$ cat src/rtl/shift_rotate_unit.sv
module shift_rotate_unit #(
  parameter int WIDTH = 16,
  parameter int CNT_W = 8
) (
  input  logic             clk,
  input  logic             rst_n,
  input  logic             start,
  input  logic [2:0]       op,
  input  logic [WIDTH-1:0] operand,
  input  logic             cnt_sel,
  input  logic [CNT_W-1:0] count_in,
  input  logic             cf_in,
  input  logic             of_in,
  input  logic             sf_in,
  input  logic             zf_in,
  input  logic             pf_in,
  output logic             busy,
  output logic             done,
  output logic [WIDTH-1:0] result,
  output logic             cf,
  output logic             of,
  output logic             sf,
  output logic             zf,
  output logic             pf,
  output logic             of_valid
);
  localparam int MSB = WIDTH - 1;
  localparam logic [2:0] OP_SHL = 3'd0, OP_SHR = 3'd1, OP_SAR = 3'd2,
                         OP_ROL = 3'd3, OP_ROR = 3'd4, OP_RCL = 3'd5,
                         OP_RCR = 3'd6;

  logic [WIDTH-1:0] data_q, nxt_d;
  logic [CNT_W-1:0] rem_q, eff_cnt;
  logic [2:0]       op_q;
  logic             carry_q, nxt_c, one_q, msb0_q, busy_q, done_q;
  logic             of_q, sf_q, zf_q, pf_q, ofv_q, of_next, is_shift;

  assign eff_cnt  = cnt_sel ? count_in : CNT_W'(1);
  assign is_shift = (op_q == OP_SHR) || (op_q == OP_SAR) ||
                    (op_q == OP_SHL) || (op_q == 3'd7);

  always_comb begin
    case (op_q)
      OP_SHR:  begin nxt_d = {1'b0, data_q[MSB:1]};          nxt_c = data_q[0];   end
      OP_SAR:  begin nxt_d = {data_q[MSB], data_q[MSB:1]};   nxt_c = data_q[0];   end
      OP_ROL:  begin nxt_d = {data_q[MSB-1:0], data_q[MSB]}; nxt_c = data_q[MSB]; end
      OP_ROR:  begin nxt_d = {data_q[0], data_q[MSB:1]};     nxt_c = data_q[0];   end
      OP_RCL:  begin nxt_d = {data_q[MSB-1:0], carry_q};     nxt_c = data_q[MSB]; end
      OP_RCR:  begin nxt_d = {carry_q, data_q[MSB:1]};       nxt_c = data_q[0];   end
      default: begin nxt_d = {data_q[MSB-1:0], 1'b0};        nxt_c = data_q[MSB]; end
    endcase
  end

  always_comb begin
    case (op_q)
      OP_SHR:          of_next = msb0_q;
      OP_SAR:          of_next = 1'b0;
      OP_ROR, OP_RCR:  of_next = nxt_d[MSB] ^ nxt_d[MSB-1];
      default:         of_next = nxt_d[MSB] ^ nxt_c;
    endcase
  end

  always_ff @(posedge clk) begin
    if (!rst_n) begin
      data_q  <= '0;
      carry_q <= 1'b0;
      rem_q   <= '0;
      op_q    <= OP_SHL;
      one_q   <= 1'b0;
      msb0_q  <= 1'b0;
      busy_q  <= 1'b0;
      done_q  <= 1'b0;
      of_q    <= 1'b0;
      sf_q    <= 1'b0;
      zf_q    <= 1'b0;
      pf_q    <= 1'b0;
      ofv_q   <= 1'b0;
    end else begin
      done_q <= 1'b0;
      if (!busy_q) begin
        if (start) begin
          data_q  <= operand;
          carry_q <= cf_in;
          of_q    <= of_in;
          sf_q    <= sf_in;
          zf_q    <= zf_in;
          pf_q    <= pf_in;
          ofv_q   <= 1'b0;
          op_q    <= op;
          msb0_q  <= operand[MSB];
          one_q   <= (eff_cnt == CNT_W'(1));
          rem_q   <= eff_cnt;
          if (eff_cnt == '0) done_q <= 1'b1;
          else               busy_q <= 1'b1;
        end
      end else begin
        data_q  <= nxt_d;
        carry_q <= nxt_c;
        rem_q   <= rem_q - 1'b1;
        if (rem_q == CNT_W'(1)) begin
          busy_q <= 1'b0;
          done_q <= 1'b1;
          ofv_q  <= one_q;
          if (one_q) of_q <= of_next;
          if (is_shift) begin
            sf_q <= nxt_d[MSB];
            zf_q <= (nxt_d == '0);
            pf_q <= ~^nxt_d[7:0];
          end
        end
      end
    end
  end

  assign busy     = busy_q;
  assign done     = done_q;
  assign result   = data_q;
  assign cf       = carry_q;
  assign of       = of_q;
  assign sf       = sf_q;
  assign zf       = zf_q;
  assign pf       = pf_q;
  assign of_valid = ofv_q;
endmodule

$ cat config.mk
export PLATFORM = sky130hd
export DESIGN_NAME = shift_rotate_unit
export DESIGN_NICKNAME = d
export VERILOG_FILES = /design/src/rtl/shift_rotate_unit.sv
export SDC_FILE = /design/constraint.sdc
export NUM_CORES = 1
export LEC_CHECK = 0
export CAP_MARGIN = 40
export CORE_MARGIN = 5
export CORE_UTILIZATION = 49
export DETAILED_ROUTE_END_ITERATION = 10
export MAX_ROUTING_LAYER = met4
export PLACE_DENSITY = 0.81
export SYNTH_ARGS = -nofsm -noshare
export SYNTH_HDL_FRONTEND = slang
export SYNTH_SLANG_ARGS = --single-unit
$ cat constraint.sdc
create_clock -name clk -period 2.6 [get_ports clk]
set_clock_uncertainty 0.15 [all_clocks]
set_input_delay 0.39 -clock clk [delete_from_list [all_inputs] [get_ports clk]]
set_output_delay 0.39 -clock clk [all_outputs]
set_load 0.02 [all_outputs]
==> reports/results.txt <==
The run finished with clean final reports. The run gives 0 as the total of cells resized after clock tree synthesis. The ratio of final minimum period to clock period works out to 0.903.

Number of global-route vias before repair: 2,171. The logs give 1200 uW for the cell internal power dissipation and 362 for the final layout net count. The tools report the buffer cell driving the clock tree root as sky130_fd_sc_hd__clkbuf_8. STA classifies the critical path startpoint as a register.

The switching share of power is 0.306. The floorplan step defined a die boundary enclosing 6100 um^2. The area of the core was 4410 um^2. The library cell with the highest instance count after synthesis is sky130_fd_sc_hd__dfxtp_1. The total number of clock tree sinks came out at 37. The final antenna-violating net count was 0; the number of flip-flops and latches in the synthesized netlist was 37.

The post-layout minimum cycle time is 2.35 ns. Dividing total power by cell area gives a power density of 570 nW/um^2. Setup repair after global routing left no endpoint under its margin. The combinational fraction of design power is 0.309, and the number of core rows is 24.

In this run the deepest clock path goes through 2 buffers. Data on the critical path arrives at its endpoint at 2.38 ns. The most used flip-flop cell after synthesis was sky130_fd_sc_hd__dfxtp_1. The tool flagged a number of max-cap violations equal to 0. After synthesis the cells add up to 2270 um^2.

The final number of hold-violating endpoints is 0, and the post-synthesis cell count is 262. The number of distinct standard cells referenced by the synthesized netlist was 51; the net load switching power was 526 uW. In the final routed layout, each cell accounts on average for 16.7 um.

Max-slew headroom at the worst pin: 0.635. The post-CTS setup buffer count came out at 0. The final antenna diode count was 0.

Sorting the synthesized cells by area gives the leading types as sky130_fd_sc_hd__dfxtp_1, sky130_fd_sc_hd__a211oi_1, sky130_fd_sc_hd__mux2i_1. In this run, CTS created clock tree buffers numbering 5. Clock-pin slew was measured on the worst setup and hold paths at 0.07 ns. For the number of warnings printed during yosys synthesis, the log shows 0.

Entering global routing, the biggest net connects 39 pins. Input and output buffers added on the ports amount to 59. Clock latency on the worst-skew pair, taken at its later pin, is 0.29 ns. The worst path required time was 2.63 ns. The share of post-route cells with drive strength above 1 is 0.0903, and the slack of the worst reg-to-reg path is 0.25 ns. The run gives 0 as the total setup violations reported at the end of the flow. The routed layout has 2,289 vias. Timing would allow up to 426 MHz. For this run, the detailed router's first-pass iteration total came to 5. The total routed wirelength is 6240 um. The tools report the half-perimeter wire length after placement as 4560 um. For this run the aggregate overflow at the end of global routing stands at 0. The first global-routing pass estimated 10,400 um of wire. The logs give 165 for the number of DRC violations after detailed-routing iteration 0 and 373 for the post-route non-filler standard cell count. The synthesized design contains 0 enable-type register cells. Using the TritonRoute via totals, the vias-per-cell ratio works out to 6.14. TritonCTS built the clock tree.

At the end of routability-driven placement, the weighted congestion stood at 0.831. CTS built an H-tree with a depth of 2. The x dimension of the die was 78.1 um; the mean cell area of the mapped netlist was 8.68 um^2. The top cell type's share of synthesized area is 0.326, and the number of hold buffers added after CTS is 0.

Initial antenna violation count: 0. After detailed routing, the number of remaining DRC violations is 0. Async set-or-reset flop fraction in the synthesized netlist: 0.

The die is 78.1 um tall. The part of the total power dissipated in sequential elements is 0.392, and the share of the yosys chip area belonging to registers is 0.326. The tools report the final-report max-slew violation count as 0.

The worst setup path is of the reg2reg kind. The initial core utilization came out at 0.515. Classification of the worst-slack hold path: reg2reg.

For the static leakage, the log shows 0.00111 uW. In the final timing run, aggregate negative setup slack is 0 ns. Along the worst path, the maximum fanout reaches 8. By count the netlist is led by sky130_fd_sc_hd__dfxtp_1, sky130_fd_sc_hd__a211oi_1, sky130_fd_sc_hd__nor2b_1. The number of nets handed over by synthesis was 304. The tools report the count of fill cells added during filler insertion as 384.

From synthesis to final layout, the design area changed by 32.9%. The category of the worst setup path capture point is a register. The number of primary I/O pins was 60; the maximum VDD drop was 0.272 mV. At the pin with the least slew margin, the transition time is 0.543 ns. The instance count after placement with tap cells included was 365; the total routing resource utilization after global routing was 0.213. The clock share of power came out at 0.300. Summed over all instances, the cell type with the most area after synthesis is sky130_fd_sc_hd__dfxtp_1.
-- worst paths after layout --
check | endpoint | cells after the start | start
setup / recovery | pf$_SDFFE_PN0P_ | 8 | op_q[1]$_SDFFE_PN0P_
hold / removal | msb0_q$_SDFFE_PN0P_ | 2 | msb0_q$_SDFFE_PN0P_
setup reg to reg | pf$_SDFFE_PN0P_ | 8 | op_q[1]$_SDFFE_PN0P_
hold reg to reg | msb0_q$_SDFFE_PN0P_ | 2 | msb0_q$_SDFFE_PN0P_
-- cells by family (layout without fill, tap and decap cells) --
logic type,Yosys count,in the layout,share of synthesized area
fa+ha+maj,6,6,0.0330
buf+inv,29,88,0.0682
simple gates,83,83,0.206
mux,19,19,0.0842
xor+xnor,5,5,0.0193
flops,37,37,0.326
compound gates,83,83,0.264
-- worst max-delay path, cell delays in order (launching register included) --
cell and delay (ns):
sky130_fd_sc_hd__dfxtp_1 0.36, sky130_fd_sc_hd__o21a_1 0.24, sky130_fd_sc_hd__nor2_4 0.28, sky130_fd_sc_hd__mux2i_1 0.31, sky130_fd_sc_hd__ha_1 0.28, sky130_fd_sc_hd__xnor2_1 0.21
sky130_fd_sc_hd__xnor2_1 0.10, sky130_fd_sc_hd__a221oi_1 0.24, sky130_fd_sc_hd__nor3_1 0.07
-- layout make-up --
class / count / area (um^2) / share of cell area
multi-input cells: 196 / 1380 / 0.456
repair buffers: 73 / 696 / 0.230
flip-flops and latches: 37 / 741 / 0.245
clock inverters: 1 / 30.0 / 0.00994
inverters: 7 / 26.3 / 0.00870
well taps: 52 / 65.1 / 0.0215
clock buffers: 7 / 86.3 / 0.0286
-- metal layers --
metal,track usage,vias up,wire length [um]
met1,0.258,1095,2700
met2,0.348,79,3070
met4,0.0845,0,133
met5,-,-,0
li1,-,1102,-
met3,0.0389,13,332
-- power by group through the flow --
| stage | sequential, uW | clock, uW | combinational, uW |
|---|---|---|---|
| floorplan | 711 | 0 | 313 |
| global placement | 685 | 0 | 519 |
| detailed placement | 687 | 0 | 528 |
| CTS | 675 | 521 | 532 |
| global route | 683 | 545 | 582 |
| finish | 675 | 516 | 532 |
-- registers in the layout, summed over array words and instances (netlist names) --
| name | flops |
|---|---|
| result | 16 |
| rem_q | 8 |
| op_q | 3 |
| busy | 1 |
| cf | 1 |
| done | 1 |
| msb0_q | 1 |
| of | 1 |
| of_valid | 1 |
| one_q | 1 |
| pf | 1 |
| sf | 1 |
| zf | 1 |
-- placed cells by master, fill, tap and decap left out, drive strengths merged, types with 4 or more instances in the layout --
master         count
o21a               6
buf               14
nand3              9
nand2             17
nor3               5
inv                7
nor2b             19
o21ai              6
a21oi             14
a211oi            33
ha                 6
a31oi              7
nor2              12
and3               4
dfxtp             37
clkbuf             7
mux2i             18
xnor2              4
clkdlybuf4s50     59
-- metrics by stage --
| stage | util | hold slack [ns] | power (uW) | cell area, um^2 | worst slack [ns] |
|---|---|---|---|---|---|
| CTS | 0.685 | 0.314 | 1730 | 3020 | 0.266 |
| global route | 0.685 | 0.323 | 1810 | 3020 | 0.0710 |
| floorplan | - | 0.282 | 1020 | 2270 | 0.285 |
| global placement | 0.658 | 0.296 | 1200 | 2910 | 0.332 |
| detailed placement | 0.658 | 0.304 | 1210 | 2910 | 0.280 |
| finish | 0.685 | 0.312 | 1720 | 3020 | 0.253 |
No activity file was read; power rests on OpenSTA's default activity.
